[config.mk]
export PLATFORM = sky130hd
export DESIGN_NAME = moesi_snoop_ctrl
export DESIGN_NICKNAME = d
export VERILOG_FILES = /design/src/rtl/moesi_pkg.sv /design/src/rtl/moesi_line_store.sv /design/src/rtl/moesi_snoop_unit.sv /design/src/rtl/moesi_req_ctrl.sv /design/src/rtl/moesi_snoop_ctrl.sv
export SDC_FILE = /design/constraint.sdc
export NUM_CORES = 1
export LEC_CHECK = 0
export ABC_CLOCK_PERIOD_IN_PS = 4300
export BUFFER_PORTS_ARGS = -buffer_cell sky130_fd_sc_hd__buf_4
export CORE_MARGIN = 1.5
export CORE_UTILIZATION = 53
export DETAILED_ROUTE_END_ITERATION = 8
export PLACE_DENSITY = 0.72
export SKIP_CTS_REPAIR_TIMING = 1
export SYNTH_ARGS = -nofsm -noshare
export SYNTH_HDL_FRONTEND = slang
export SYNTH_SLANG_ARGS = --single-unit
[constraint.sdc]
create_clock -name clk -period 4.3 [get_ports clk]
set_input_delay 0.86 -clock clk [delete_from_list [all_inputs] [get_ports clk]]
set_output_delay 0.86 -clock clk [all_outputs]
set_load 0.005 [all_outputs]
[src/rtl/moesi_pkg.sv]
package moesi_pkg;
  typedef enum logic [2:0] {
    ST_I = 3'd0,
    ST_S = 3'd1,
    ST_E = 3'd2,
    ST_O = 3'd3,
    ST_M = 3'd4
  } lineState_t;

  typedef enum logic [1:0] {
    CMD_RD   = 2'd0,
    CMD_RDX  = 2'd1,
    CMD_UPGR = 2'd2,
    CMD_WB   = 2'd3
  } busCmd_t;

  typedef enum logic [2:0] {
    F_IDLE,
    F_LOOK,
    F_EVICT,
    F_ACQ,
    F_SAMP,
    F_DONE
  } fsm_t;

  // strobes from the request control into the line store
  typedef struct packed {
    logic       we;
    logic       setTag;
    lineState_t newState;
  } ctrlStrobe_t;

  function automatic logic isDirty(lineState_t s);
    return (s == ST_M) || (s == ST_O);
  endfunction
endpackage

[src/rtl/moesi_line_store.sv]
module moesi_line_store
  import moesi_pkg::*;
#(
  parameter int INDEX_W = 3,
  parameter int TAG_W   = 5
) (
  input  logic               clk,
  input  logic               rstN,
  input  logic [INDEX_W-1:0] reqIdx,
  output lineState_t         reqState,
  output logic [TAG_W-1:0]   reqTag,
  input  logic [INDEX_W-1:0] snpIdx,
  output lineState_t         snpState,
  output logic [TAG_W-1:0]   snpTag,
  input  ctrlStrobe_t        cpuStb,
  input  logic [TAG_W-1:0]   cpuNewTag,
  input  logic               snpWe,
  input  lineState_t         snpNewState
);
  localparam int LINES = 1 << INDEX_W;

  lineState_t       stateArr [LINES];
  logic [TAG_W-1:0] tagArr   [LINES];
  logic [LINES-1:0] cpuHitLine;
  logic [LINES-1:0] snpHitLine;

  for (genvar g = 0; g < LINES; g++) begin : g_sel
    assign cpuHitLine[g] = cpuStb.we && (reqIdx == INDEX_W'(g));
    assign snpHitLine[g] = snpWe && (snpIdx == INDEX_W'(g));
  end

  always_ff @(posedge clk) begin
    if (!rstN) begin
      for (int i = 0; i < LINES; i++) begin
        stateArr[i] <= ST_I;
        tagArr[i]   <= '0;
      end
    end else begin
      for (int i = 0; i < LINES; i++) begin
        // processor-side update wins a same-line collision
        if (cpuHitLine[i]) begin
          stateArr[i] <= cpuStb.newState;
          if (cpuStb.setTag) tagArr[i] <= cpuNewTag;
        end else if (snpHitLine[i]) begin
          stateArr[i] <= snpNewState;
        end
      end
    end
  end

  assign reqState = stateArr[reqIdx];
  assign reqTag   = tagArr[reqIdx];
  assign snpState = stateArr[snpIdx];
  assign snpTag   = tagArr[snpIdx];

  // a snoop update with no processor collision is visible next cycle
  a_r8_snoop_update_lands: assert property (@(posedge clk) disable iff (!rstN)
    (snpWe && !(cpuStb.we && reqIdx == snpIdx))
    |=> stateArr[$past(snpIdx)] == $past(snpNewState));
endmodule

[src/rtl/moesi_snoop_unit.sv]
module moesi_snoop_unit
  import moesi_pkg::*;
#(
  parameter int AW      = 8,
  parameter int INDEX_W = 3,
  localparam int TAG_W  = AW - INDEX_W
) (
  input  logic               clk,
  input  logic               rstN,
  input  logic               snpValid,
  input  logic [1:0]         snpCmd,
  input  logic [AW-1:0]      snpAddr,
  output logic [INDEX_W-1:0] snpIdx,
  input  lineState_t         lineState,
  input  logic [TAG_W-1:0]   lineTag,
  output logic               snpWe,
  output lineState_t         snpNewState,
  output logic               shrOut,
  output logic               flushOut
);
  busCmd_t cmd;
  logic    hit;
  logic    dirty;

  assign cmd    = busCmd_t'(snpCmd);
  assign snpIdx = snpAddr[INDEX_W-1:0];
  assign hit    = snpValid && (lineState != ST_I) && (lineTag == snpAddr[AW-1:INDEX_W]);
  assign dirty  = isDirty(lineState);
  assign snpWe  = hit && (cmd != CMD_WB);

  always_comb begin
    snpNewState = lineState;
    unique case (cmd)
      CMD_RD: begin
        if (lineState == ST_M) snpNewState = ST_O;
        else if (lineState == ST_E) snpNewState = ST_S;
      end
      CMD_RDX, CMD_UPGR: snpNewState = ST_I;
      default: snpNewState = lineState;
    endcase
  end

  always_ff @(posedge clk) begin
    if (!rstN) begin
      shrOut   <= 1'b0;
      flushOut <= 1'b0;
    end else begin
      shrOut   <= hit && (cmd == CMD_RD);
      flushOut <= hit && dirty && ((cmd == CMD_RD) || (cmd == CMD_RDX));
    end
  end

  // an owned copy keeps answering reads
  a_r5_owned_supplies: assert property (@(posedge clk) disable iff (!rstN)
    (hit && lineState == ST_O && cmd == CMD_RD) |=> (flushOut && shrOut));
  // clean copies never supply data
  a_r8_clean_silent: assert property (@(posedge clk) disable iff (!rstN)
    (snpValid && (lineState == ST_S || lineState == ST_E || lineState == ST_I)) |=> !flushOut);
endmodule

[src/rtl/moesi_req_ctrl.sv]
module moesi_req_ctrl
  import moesi_pkg::*;
#(
  parameter int AW      = 8,
  parameter int INDEX_W = 3,
  localparam int TAG_W  = AW - INDEX_W
) (
  input  logic               clk,
  input  logic               rstN,
  input  logic               cpuReq,
  input  logic               cpuWr,
  input  logic [AW-1:0]      cpuAddr,
  output logic               cpuDone,
  input  logic               snpValid,
  output logic [INDEX_W-1:0] reqIdx,
  input  lineState_t         lineState,
  input  logic [TAG_W-1:0]   lineTag,
  output ctrlStrobe_t        cpuStb,
  output logic [TAG_W-1:0]   cpuNewTag,
  output logic               busReq,
  output logic [1:0]         busCmd,
  output logic [AW-1:0]      busAddr,
  input  logic               busGnt,
  input  logic               shrIn
);
  fsm_t          fsm, fsmNext;
  logic          reqWr;
  logic [AW-1:0] reqAddr;
  busCmd_t       fillCmd, acqCmd;
  logic          tagMatch, hit;

  assign reqIdx    = reqAddr[INDEX_W-1:0];
  assign cpuNewTag = reqAddr[AW-1:INDEX_W];
  assign tagMatch  = (lineTag == reqAddr[AW-1:INDEX_W]);
  assign hit       = tagMatch && (lineState != ST_I);
  assign cpuDone   = (fsm == F_DONE);

  // command is re-derived every cycle so a snoop while waiting is honoured
  always_comb begin
    if (hit && (lineState == ST_S || lineState == ST_O)) acqCmd = CMD_UPGR;
    else if (reqWr) acqCmd = CMD_RDX;
    else acqCmd = CMD_RD;
  end

  always_comb begin
    fsmNext = fsm;
    cpuStb  = '{we: 1'b0, setTag: 1'b0, newState: ST_I};
    busReq  = 1'b0;
    busCmd  = CMD_RD;
    busAddr = reqAddr;
    unique case (fsm)
      F_IDLE: if (cpuReq) fsmNext = F_LOOK;
      F_LOOK: begin
        if (!snpValid) begin
          if (hit && (!reqWr || lineState == ST_M || lineState == ST_E)) begin
            cpuStb.we       = 1'b1;
            cpuStb.newState = reqWr ? ST_M : lineState;
            fsmNext         = F_DONE;
          end else if (!tagMatch && isDirty(lineState)) begin
            fsmNext = F_EVICT;
          end else begin
            fsmNext = F_ACQ;
          end
        end
      end
      F_EVICT: begin
        if (!isDirty(lineState)) begin
          fsmNext = F_ACQ;
        end else begin
          busReq  = 1'b1;
          busCmd  = CMD_WB;
          busAddr = {lineTag, reqIdx};
          if (busGnt) begin
            cpuStb.we       = 1'b1;
            cpuStb.newState = ST_I;
            fsmNext         = F_ACQ;
          end
        end
      end
      F_ACQ: begin
        busReq = 1'b1;
        busCmd = acqCmd;
        if (busGnt) fsmNext = F_SAMP;
      end
      F_SAMP: begin
        cpuStb.we       = 1'b1;
        cpuStb.setTag   = 1'b1;
        cpuStb.newState = (fillCmd == CMD_RD) ? (shrIn ? ST_S : ST_E) : ST_M;
        fsmNext         = F_DONE;
      end
      F_DONE: fsmNext = F_IDLE;
      default: fsmNext = F_IDLE;
    endcase
  end

  always_ff @(posedge clk) begin
    if (!rstN) begin
      fsm     <= F_IDLE;
      reqWr   <= 1'b0;
      reqAddr <= '0;
      fillCmd <= CMD_RD;
    end else begin
      fsm <= fsmNext;
      if (fsm == F_IDLE && cpuReq) begin
        reqWr   <= cpuWr;
        reqAddr <= cpuAddr;
      end
      if (fsm == F_ACQ && busGnt) fillCmd <= acqCmd;
    end
  end

  // done is a single-cycle pulse
  a_r11_done_pulse: assert property (@(posedge clk) disable iff (!rstN)
    cpuDone |=> !cpuDone);
  // a writeback is only requested for a dirty victim
  a_r9_wb_only_dirty: assert property (@(posedge clk) disable iff (!rstN)
    (busReq && busCmd == CMD_WB) |-> isDirty(lineState));
  // a write hit on an exclusive line never reaches the bus
  a_r3_excl_write_quiet: assert property (@(posedge clk) disable iff (!rstN)
    (fsm == F_LOOK && !snpValid && reqWr && hit && lineState == ST_E) |=> (!busReq && cpuDone));
  // a granted fill request is followed by the sample cycle, not another request
  a_r1_grant_then_sample: assert property (@(posedge clk) disable iff (!rstN)
    (busReq && busGnt && busCmd != CMD_WB) |=> !busReq);
endmodule

[src/rtl/moesi_snoop_ctrl.sv]
module moesi_snoop_ctrl
  import moesi_pkg::*;
#(
  parameter int AW      = 8,
  parameter int INDEX_W = 3
) (
  input  logic          clk,
  input  logic          rstN,
  input  logic          cpuReq,
  input  logic          cpuWr,
  input  logic [AW-1:0] cpuAddr,
  output logic          cpuDone,
  output logic          busReq,
  output logic [1:0]    busCmd,
  output logic [AW-1:0] busAddr,
  input  logic          busGnt,
  input  logic          shrIn,
  input  logic          snpValid,
  input  logic [1:0]    snpCmd,
  input  logic [AW-1:0] snpAddr,
  output logic          shrOut,
  output logic          flushOut
);
  localparam int TAG_W = AW - INDEX_W;

  logic [INDEX_W-1:0] reqIdx, snpIdx;
  lineState_t         reqState, snpState, snpNewState;
  logic [TAG_W-1:0]   reqTag, snpTag, cpuNewTag;
  ctrlStrobe_t        cpuStb;
  logic               snpWe;

  moesi_req_ctrl #(.AW(AW), .INDEX_W(INDEX_W)) u_ctrl (
    .clk(clk), .rstN(rstN),
    .cpuReq(cpuReq), .cpuWr(cpuWr), .cpuAddr(cpuAddr), .cpuDone(cpuDone),
    .snpValid(snpValid),
    .reqIdx(reqIdx), .lineState(reqState), .lineTag(reqTag),
    .cpuStb(cpuStb), .cpuNewTag(cpuNewTag),
    .busReq(busReq), .busCmd(busCmd), .busAddr(busAddr),
    .busGnt(busGnt), .shrIn(shrIn)
  );

  moesi_snoop_unit #(.AW(AW), .INDEX_W(INDEX_W)) u_snoop (
    .clk(clk), .rstN(rstN),
    .snpValid(snpValid), .snpCmd(snpCmd), .snpAddr(snpAddr),
    .snpIdx(snpIdx), .lineState(snpState), .lineTag(snpTag),
    .snpWe(snpWe), .snpNewState(snpNewState),
    .shrOut(shrOut), .flushOut(flushOut)
  );

  moesi_line_store #(.INDEX_W(INDEX_W), .TAG_W(TAG_W)) u_store (
    .clk(clk), .rstN(rstN),
    .reqIdx(reqIdx), .reqState(reqState), .reqTag(reqTag),
    .snpIdx(snpIdx), .snpState(snpState), .snpTag(snpTag),
    .cpuStb(cpuStb), .cpuNewTag(cpuNewTag),
    .snpWe(snpWe), .snpNewState(snpNewState)
  );
endmodule

# --- Word-level counts from Yosys, hierarchy flattened ---
# Memories as Yosys holds them, arrays and structs flattened. A register that Yosys moved wholly into a read port is not among the register bits.
# Cells that the tools add are included.
totals:
  output_inout_bits: 14
  wordCells: 253
  inputBits: 25
  register_bits: 16
  memories: 2
  ram_bits: 64
classes:
  n_bitwise: 24
  reduce_logical: 45
  n_eq_ne: 35
  n_mux: 141
mem_list:
  columns: ["name", "words", "word_bits", "read_ports", "rd_clocked_by_memory_dff", "write_ports", "line", "text"]
  rows:
  - ["u_store.tagArr", 8, 5, 2, 1, 8, "moesi_line_store.sv:23", "logic [TAG_W-1:0] tagArr [LINES];"]
  - ["u_store.stateArr", 8, 3, 2, 1, 8, "moesi_line_store.sv:22", "lineState_t stateArr [LINES];"]
ops:
  columns: ["op", "count"]
  rows:
  - ["two-way mux 3 bit", 32]
  - ["two-way mux 1 bit", 90]
  - ["two-way mux 5 bit", 8]
  - ["equality test 3 bit (second input constant)", 12]
  - ["equality test 3 x 2 -> 1 bit (second input constant)", 10]
  - ["logical AND 1 bit", 28]
  - ["bitwise OR 1 bit", 24]
  - ["two-way mux 8 bit", 2]
  - ["one-hot mux 3 bit (5 select lines)", 1]
  - ["equality test 3 x 1 -> 1 bit (second input constant)", 4]
  - ["one-hot mux 3 bit (2 select lines)", 2]
  - ["equality test 5 bit", 2]
  - ["zero test 3 bit", 3]
  - ["!= test 2 bit (second input constant)", 4]
  - ["logical OR 1 bit", 6]
  - ["two-way mux 2 bit", 3]
  - ["nonzero test 3 bit", 2]
  - ["zero test 2 bit", 2]
  - ["one-hot mux 2 bit (2 select lines)", 1]
  - ["AND reduction 4 bit", 1]
  - ["!= test 3 bit (second input constant)", 1]
  - ["one-hot mux 1 bit (3 select lines)", 1]
  - ["equality test 2 x 1 -> 1 bit (second input constant)", 1]
  - ["equality test 2 bit (second input constant)", 1]
  - ["3 further kinds", 4]

# --- Depth between registers and ports, before layout ---
# Gate-level depths: netlist (run 1).
depth:
  ltp_word: 13
  depth_mapped: 11

# --- By module ---
# From an unflattened synthesis (run 1), not the netlist that was laid out.
hier_totals:
  hier_cells: 448
  hier_area_um2: 5018.6
modules_own_cells:
  columns: ["mod", "cells_per_inst", "area_each_um2", "instances"]
  rows:
  - ["moesi_line_store", 291, 3777.4, 1]
  - ["moesi_req_ctrl", 123, 994.7, 1]
  - ["moesi_snoop_unit", 34, 246.5, 1]

# --- Worst setup path before layout (run 1) ---
# No wires, ideal clock.
synth_path:
  path_type: "input to register"
  start: "input port snpAddr[0]"
  end: "memory u_store.stateArr[4][0] in the netlist's numbering (enable)"
  n_path_buf: 1
  arrival_ns: 3.016
  path_slack_ns: 0.921
  t_required_ns: 3.938
  stages: 8
  cell_sequence: "buf_2 > mux4_2 > mux2i_1 > xor2_1 > nand2_1 > nor4_4 > nand4_1 > o311ai_1"
synth_lines:
  columns: ["item", "line", "text"]
  rows:
  - ["start, declared", "moesi_snoop_ctrl.sv:20", "input logic [AW-1:0] snpAddr,"]
  - ["end, declared", "moesi_line_store.sv:22", null]

==> impl_summary.md, run 1 <==
Synthesis
The number of flip-flops and latches in the synthesized netlist is between 80 and 90. The warning count from the yosys run is 0. The combinational family with the most area after synthesis is multiplexers.

The post-synthesis share of cell area spent on full adders, half adders and majority gates is 0. The count of distinct cell types in the synthesized netlist is 64. A synthesized cell averages between 10 and 15 sq um. The dominant cell by count in the synthesized netlist is sky130_fd_sc_hd__edfxtp_1.

The sequential share of the synthesized area is 0.448. The portion of netlist area occupied by mux cells is 0.215. In the synthesized netlist the async set-or-reset flop fraction comes to 0. Of the post-synthesis cell area, the dominant cell type holds 0.374. The simple-gate area share of the yosys netlist is 0.189. The mapped netlist covers 0.00514 sq mm.

Ranked by instance count, the synthesized netlist is headed by 64 x sky130_fd_sc_hd__edfxtp_1, 57 x sky130_fd_sc_hd__nand2_1, 49 x sky130_fd_sc_hd__nor2_1. Of the total synthesized cell area, the portion taken by XOR and XNOR cells is 0.0153. The biggest area contributor in the post-synthesis netlist is sky130_fd_sc_hd__edfxtp_1. The leading register cell type out of synthesis is sky130_fd_sc_hd__edfxtp_1. The instance count of the mapped netlist is 465. The complex-gate fraction of the synthesized area is 0.0979. Ranked by total cell area, the synthesized netlist is headed by sky130_fd_sc_hd__edfxtp_1 37%, sky130_fd_sc_hd__mux2i_1 9.3%, sky130_fd_sc_hd__mux4_2 7.4%. The number of nets in the synthesized netlist is 490.

The synthesized design contains 64 enable-type register cells.

Placed design
The placed instances occupy a cell area of 0.00548 sq mm. Summed over all nets, the half-perimeter wirelength after detailed placement is just over 9000 microns. The number of port buffers is 38. The cell count after placement is 609.

OpenSTA, run right after detailed placement, puts the worst setup slack at roughly 0.5 ns. Routability-driven placement finished with a final weighted congestion of a little under 0.9.

Global routing
The number of antenna violations at the first check in global routing was 0. The via count of the first global-routing pass is 3594. The total grt overflow is 0.

The all-layer global routing usage is 0.253. The pin count of the biggest net entering global routing is 47. The first-pass GRT wire length is between 15000 and 20000 microns.

Drt
In the final routed layout, each cell accounts on average for 19.8 microns. The post-detailed-route count of antenna-violating nets is 0. After detailed routing, the number of remaining DRC violations is 0.

The total number of vias is 3878. The detailed-route wire length is 12400 microns. The number of detailed-routing iterations run before antenna repair is 4. The via-per-instance ratio is 6.20.

The first routing iteration left around 370 violations.

STA
The number of failing hold endpoints at the final stage is 0. The worst clock skew is 0.00945 ns. The worst pin sits at a relative slew slack of 0.254. In the final timing run, aggregate negative setup slack is 0 ns. The minimum clock period is 4.01 ns. The maximum achievable frequency is 249 MHz. The setup-violating endpoint count in the final report is 0.

Setup repair after global routing left no endpoint under its margin. The max-slew violation count is 0. The final hold slack is 0.498 ns. The pin slew with the least headroom to its limit is 1.11 ns. The final worst-path setup slack is 0.291 ns. Dividing the final minimum period by the clock period gives 0.932.

Die
The number of top-level design ports is 39. In this run the vertical extent of the chip is 101 microns. The overall die width is 101 microns. The cell row count is 35.

The die covers ~0.010 sq mm. The initial standard-cell utilization of the core is 0.551. The core region is slightly above 0.009 sq mm.

Critical path
The worst setup path is of the flip-flop to primary output kind. Data on the critical path is required at its endpoint by 3.44 ns. The maximum fanout along the worst path is 12. The worst setup path is launched from a flip-flop. The critical path data arrival time is 3.15 ns. The endpoint type of the worst setup path is a primary output.

Pwr
The power consumption is 2.13 mW. In this run the static leakage power is 2.05 nW. For this design the ratio of total power to cell area is 374 mW/mm^2. The worst vdd rail ir drop is between 0.2 and 0.25 mV.

Clocking
Clock tree synthesis selected as its root buffer the cell sky130_fd_sc_hd__clkbuf_8. The TritonCTS clock tree is built. The number of clock buffers added by TritonCTS is 9. The clock sink count is 83. At the later pin of the worst-skew pair, clock insertion delay measures roughly 0.35 ns. The buffer depth of the longest clock path is 2. The clock-pin transition on the worst setup and hold timing paths is 0.08 ns.

The H-tree depth reported by CTS is 3.

Final layout
Counting the fill cells in the layout gives approximately 740. The signed area change from the synthesized netlist to the final layout is 10.8%. The share of final-layout standard cells stronger than drive strength 1 is 0.181. The count of inserted antenna diode cells is 0. The non-filler instance count after layout is 625. The total number of nets in the final design is 516.

For this run, the share of the core covered by cells in the final layout is 0.610. The final instance area is 0.00569 sq mm.

Min path
The start point of the worst min-delay path is u_ctrl.fillCmd[0]$_SDFFE_PN0P_. The worst hold path belongs to the class flip-flop to flip-flop.

Status
The run finished with clean final reports.

Flow run
The total of max-cap violations is 0.
==> placed cells by master, fill, tap and decap left out, types with 9 or more instances in the layout <==
cell type / count
sky130_fd_sc_hd__edfxtp_1: 64
sky130_fd_sc_hd__nand2_1: 57
sky130_fd_sc_hd__nor2_1: 49
sky130_fd_sc_hd__mux2i_1: 48
sky130_fd_sc_hd__buf_4: 42
sky130_fd_sc_hd__dfxtp_1: 19
sky130_fd_sc_hd__mux4_2: 17
sky130_fd_sc_hd__nand3_1: 12
sky130_fd_sc_hd__or3_1: 12
sky130_fd_sc_hd__o21ai_0: 11
sky130_fd_sc_hd__inv_1: 10
sky130_fd_sc_hd__a21boi_0: 10
sky130_fd_sc_hd__mux2_1: 9
sky130_fd_sc_hd__clkbuf_8: 9
==> layout make-up <==
class	count	area, sq um	share of cell area
inverters	10	37.5	0.00659
flip-flops and latches	83	2300	0.404
clock inverters	6	90.1	0.0158
repair buffers	42	315	0.0554
multi-input cells	345	2660	0.467
well taps	129	161	0.0284
clock buffers	10	128	0.0224
==> sequential cells by signal, summed over array words and instances (netlist names), named ones only <==
| register | flops |
|---|---|
| u_ctrl.fillCmd | 2 |
| u_ctrl.fsm | 3 |
| u_ctrl.reqAddr | 8 |
| u_ctrl.reqWr | 1 |
| u_snoop.flushOut | 1 |
| u_snoop.shrOut | 1 |
| u_store.stateArr | 24 |
| u_store.tagArr | 40 |
==> routing by layer <==
metal,GRT usage,part of all wire,vias up
met2,0.391,0.46,180
met4,0.0556,0.0098,0
met3,0.0511,0.074,16
met5,0,0,-
met1,0.372,0.46,1865
li1,-,-,1817
==> worst max-delay path, stage by stage (launching register included) <==
cell                      delay [ns]
sky130_fd_sc_hd__dfxtp_1        0.54
sky130_fd_sc_hd__buf_4          0.26
sky130_fd_sc_hd__mux4_1         0.68
sky130_fd_sc_hd__mux2_2         0.33
sky130_fd_sc_hd__and3_1         0.16
sky130_fd_sc_hd__o21ai_0        0.15
sky130_fd_sc_hd__buf_4          0.21
sky130_fd_sc_hd__mux2_2         0.34
sky130_fd_sc_hd__buf_4          0.13
==> cells by family (layout without fill, tap and decap cells) <==
logic type | after synthesis | count (layout)
and+or+nand+nor | 184 | 184
DFF | 83 | 83
muxes | 82 | 82
AOI/OAI and AO/OA | 70 | 70
buffers and inverters | 37 | 68
xor gates and xnor gates | 9 | 9
==> final timing paths <==
| path | depth (start not counted) | end | slack (ns) |
|---|---|---|---|
| setup / recovery | 8 | busAddr[6] | 0.29 |
| hold / removal | 2 | u_ctrl.fillCmd[0]$_SDFFE_PN0P_ | 0.50 |
| setup reg to reg | 9 | u_store.stateArr[3][2]$_SDFFCE_PN0P_ | 0.55 |
| hold reg to reg | 2 | u_ctrl.fillCmd[0]$_SDFFE_PN0P_ | 0.50 |
==> power breakdown <==
group / switching (mW) / internal (mW)
logic: 0.302 / 0.214
clock network: 0.294 / 0.329
registers: 0.0713 / 0.916
Power figures use the tool's default switching activity.
==> run 2: changes to the inputs <==
--- a/config.mk
+++ b/config.mk
@@ -11,7 +11,7 @@
 export CORE_UTILIZATION = 53
 export DETAILED_ROUTE_END_ITERATION = 8
 export PLACE_DENSITY = 0.72
-export SKIP_CTS_REPAIR_TIMING = 1
 export SYNTH_ARGS = -nofsm -noshare
 export SYNTH_HDL_FRONTEND = slang
+export SYNTH_HIERARCHICAL = 1
 export SYNTH_SLANG_ARGS = --single-unit
==> run 2 against run 1 <==
Compared with the run above:
- sequential share of layout area barely moved
- synthesized cell count down 3.7%
- clock power is 5.3% higher
- clock-buffer cell count decreased by 1
- sequential power decreased by 4.4%
- die area shrank 2.3%
- critical endpoint is now u_store/tagArr[4][1]$_SDFFCE_PN0P_
- clock skew grew 0.0086 ns
- flip-flop and latch count fell by 3
==> impl_summary.md, run 2 <==
Status
The run finished with clean final reports.

Final layout
The area occupied by registers is 0.00224 sq mm (-2.6%). The area of combinational cells with multiple inputs is 0.00250 sq mm (-5.9%). The number of flip-flops under the largest register name is 40 (unchanged). The count of inserted antenna diode cells is 0 (unchanged). The register bank with the most flops is u_store/tagArr. Relative to the synthesized area, the layout overhead comes to 10.5%. Leaving out fill and tap cells, the most frequent cell in the layout is sky130_fd_sc_hd__nand2_1. The total number of nets in the final design was 505 (-2.1%). In the final layout, the registers with the most flip-flops are u_store/tagArr: 40 flops, u_store/stateArr: 24 flops, u_ctrl/reqAddr: 8 flops.

The fill cell instance count of the final layout is 719 (-2.6%). The final instance area is 0.00555 sq mm (-2.6%). The share of final-layout standard cells stronger than drive strength 1 is 0.225 (+0.0433).

Leaving out fill and tap cells, the most frequent cells in the layout are 68 x sky130_fd_sc_hd__nand2_1, 64 x sky130_fd_sc_hd__edfxtp_1, 50 x sky130_fd_sc_hd__buf_4, 45 x sky130_fd_sc_hd__nor2_1, 22 x sky130_fd_sc_hd__nand3_1.

STA
The worst clock skew is 0.0181 ns (+0.00865 ns). The setup-violating endpoint count in the final report is 0 (unchanged). The accumulated negative setup slack came to 0 ns (unchanged). The max-slew violation count is 0 (unchanged).

The pin slew with the least headroom to its limit is 0.564 ns (-0.542 ns). The worst relative slew slack is 0.622 (+0.367). The maximum achievable frequency is 245 MHz (-1.9%). Setup repair after global routing left no endpoint under its margin.

The number of failing hold endpoints at the final stage is 0 (unchanged). The minimum clock period is 4.09 ns (+0.0777 ns). The portion of the clock cycle consumed by the worst path in the final layout is 0.950 (+0.0181).

Synthesis
By area the synthesized netlist is led by sky130_fd_sc_hd__edfxtp_1 38%, sky130_fd_sc_hd__mux4_1 8.4%, sky130_fd_sc_hd__dfxtp_1 6.4%. The count of distinct cell types in the synthesized netlist is 62 (-3.1%). The leading register cell type out of synthesis is sky130_fd_sc_hd__edfxtp_1. The number of flip-flops and latches in the synthesized netlist is 80 (-3.6%). The complex-gate fraction of the synthesized area was 0.0965 (-0.00137). The number of synthesized flops with an enable pin is 64 (unchanged). The portion of netlist area occupied by mux cells is 0.198 (-0.0167).

The most common cell in the synthesized netlist is sky130_fd_sc_hd__nand2_1. The area share of the leading cell type in the synthesized netlist is 0.383 (+0.00904). The number of nets in the synthesized netlist was 473 (-3.5%). The instance count of the mapped netlist is 448 (-3.7%).

The post-synthesis share of cell area spent on full adders, half adders and majority gates is 0 (unchanged). The warning count from the yosys run is 6 (+6). By area, the combinational part of the netlist is dominated by multiplexers.

The largest total area in the synthesized netlist belongs to sky130_fd_sc_hd__edfxtp_1. The fraction of registers with async set/reset is 0 (unchanged). The simple-gate area share of the yosys netlist is 0.186 (-0.00291). The cell area after technology mapping is 0.00502 sq mm (-2.4%). By count the netlist is led by 68 x sky130_fd_sc_hd__nand2_1, 64 x sky130_fd_sc_hd__edfxtp_1, 45 x sky130_fd_sc_hd__nor2_1. The xor/xnor cell area share of the yosys netlist is 0.0175 (+0.00212). The post-synthesis area per instance is 11.2 sq um (+1.3%).

The sequential share of the synthesized area is 0.447 (-0.00114).

Clocking
The master cell of the clock root buffer is sky130_fd_sc_hd__clkbuf_8. The buffer depth of the longest clock path is 2 (unchanged). After clock tree synthesis, the flow added hold-fix buffers numbering 0. The clock-pin transition on the worst setup and hold timing paths is 0.10 ns (+0.02 ns). The TritonCTS clock tree is built. The number of gates resized after CTS was 0. The number of buffers created by CTS is 9 (unchanged). The clock latency on the worst-skew pair is 0.36 ns (about the same).

The H-tree depth reported by CTS is 3 (unchanged). The post-CTS setup buffer count is 0. The clock sink count is 80 (-3.6%).

Placed design
The half-perimeter wire length after placement was 9560 microns (+4.3%). The final RePlAce weighted congestion is 0.878 (+0.95%). The placed instance area is 0.00531 sq mm (-3.0%). The number of port buffers is 38 (unchanged).

Critical path
The depth of the most critical reg-to-reg path was 10 (+1). The maximum fanout along the worst path is 20 (+8). The critical path goes through buf_4 -> mux4_1 -> mux2_2 -> xor2_1 -> and4bb_1 -> nand4_1 -> o211ai_1 -> buf_4 -> nand4_1 -> nand2_1. The kind of launch point of the worst setup path is a flip-flop. The logic depth of the worst path, buffers included is 10 (+2).

The critical path data arrival time came to 4.10 ns (+0.95 ns). The kind of cell adding the most delay to the critical path is simple AND/OR/NAND/NOR gates. The slowest stage of the critical path belongs to the cell sky130_fd_sc_hd__mux4_1. The endpoint type of the worst setup path is a flip-flop. The required time at the endpoint of the critical path is 4.32 ns (+0.88 ns).

The buffering stage count on the worst path with inverters included was 2 (-1). The critical path class is flip-flop to flip-flop. The delay of the slowest cell on the worst path is 0.60 ns (-0.08 ns).

Die
The area enclosed by the die boundary is 0.0101 sq mm (-2.3%). The chip height is 100 microns (-1.2%). The standard cell core area is 0.00920 sq mm (-1.4%).

The number of top-level design ports came to 39 (unchanged). The cell row count is 35 (unchanged). The overall die width was 100 microns (-1.2%). The initial standard-cell utilization of the core is 0.546 (-0.00533).

Drt
The average wire per standard cell is 22.2 microns (+12%). The detailed-route wire length came to 13200 microns (+7.3%). The post-detailed-route DRC marker count came to 0 (unchanged). The number of DRC markers after the initial detailed-route iteration was 387 (+6.0%). The post-detailed-route count of antenna-violating nets is 0 (unchanged). The total number of vias is 3919 (+1.1%). The via-per-instance ratio is 6.58 (+6.0%). The number of detailed-routing iterations run before antenna repair is 5 (+1).

Global routing
The pin count of the biggest net entering global routing is 51 (+8.5%). The first-pass GRT wire length is 20600 microns (+6.0%). The via count of the first global-routing pass is 3683 (+2.5%). The total grt overflow came to 0 (unchanged). The all-layer global routing usage was 0.279 (+0.0255). The number of antenna violations at the first check in global routing came to 0 (unchanged).

Min path
The tightest min-delay check is of the flip-flop to flip-flop type. The cell depth of the worst min-delay path is 2 (unchanged).

Flow run
The total of max-cap violations is 0 (unchanged).

Pwr
The power consumption is 2.10 mW (-1.2%). The power per standard cell area came to 379 mW/mm^2 (+1.4%). The static power due to leakage is 2.09 nW (+1.9%). The worst vdd rail ir drop is 0.204 mV (-2.8%).
## run 2: final cells by class
| type | instances | share of cell area |
|---|---|---|
| Multi-Input combinational cell | 325 | 0.451 |
| Sequential cell | 80 | 0.404 |
| Timing Repair Buffer | 50 | 0.0677 |
| Tap cell | 111 | 0.0250 |
| Clock buffer | 9 | 0.0223 |
| Clock inverter | 7 | 0.0201 |
| Inverter | 14 | 0.00947 |
## run 2: worst min-delay path: cells and delay by family (launching register included)
family	cells	cell delay (ns)
AND/OR/NAND/NOR	1	0.06
AO/OA/AOI/OAI	1	0.07
flip-flops	1	0.33
## run 2: per-layer routing
layer  GRT usage  vias to the layer above  routed length, microns
met2       0.435                      234                    6220
li1            -                     1748                       -
met4      0.0823                        0                     227
met3      0.0738                       18                    1390
met1       0.385                     1919                    5420
met5           0                        -                       0
## run 2: cell families after synthesis
| family | count (synthesis) |
|---|---|
| buffers and inverters | 43 |
| AOI/OAI and AO/OA | 67 |
| and+or+nand+nor | 190 |
| xor gates and xnor gates | 10 |
| muxes | 58 |
| DFF | 80 |
## run 2: worst paths after layout
kind,end,startpoint,slack (ns)
min,u_ctrl/fillCmd[1]$_SDFFE_PN0P_,u_ctrl/fillCmd[1]$_SDFFE_PN0P_,0.50
max,u_store/tagArr[4][1]$_SDFFCE_PN0P_,u_ctrl/reqAddr[0]$_SDFFE_PN0P_,0.21
min reg2reg,u_ctrl/fillCmd[1]$_SDFFE_PN0P_,u_ctrl/fillCmd[1]$_SDFFE_PN0P_,0.50
max reg2reg,u_store/tagArr[4][1]$_SDFFCE_PN0P_,u_ctrl/reqAddr[0]$_SDFFE_PN0P_,0.21
## run 2: power by group
group / total (mW) / leakage [nW] / switching [mW] / internal, mW
clock: 0.656 / 0.118 / 0.317 / 0.339
combinational: 0.500 / 1.18 / 0.278 / 0.222
sequential: 0.945 / 0.792 / 0.0637 / 0.881
total: 2.10 / 2.09 / 0.659 / 1.44
## run 2: per-stage QoR
| stage | cells | setup slack (ns) | utilization | hold WS [ns] |
|---|---|---|---|---|
| floorplan | 448 | 0.197 | - | 0.447 |
| global placement | 580 | 0.219 | 0.577 | 0.466 |
| detailed placement | 580 | 0.226 | 0.577 | 0.482 |
| CTS | 596 | 0.118 | 0.603 | 0.496 |
| global route | 596 | 0.124 | 0.603 | 0.531 |
| finish | 596 | 0.214 | 0.603 | 0.499 |
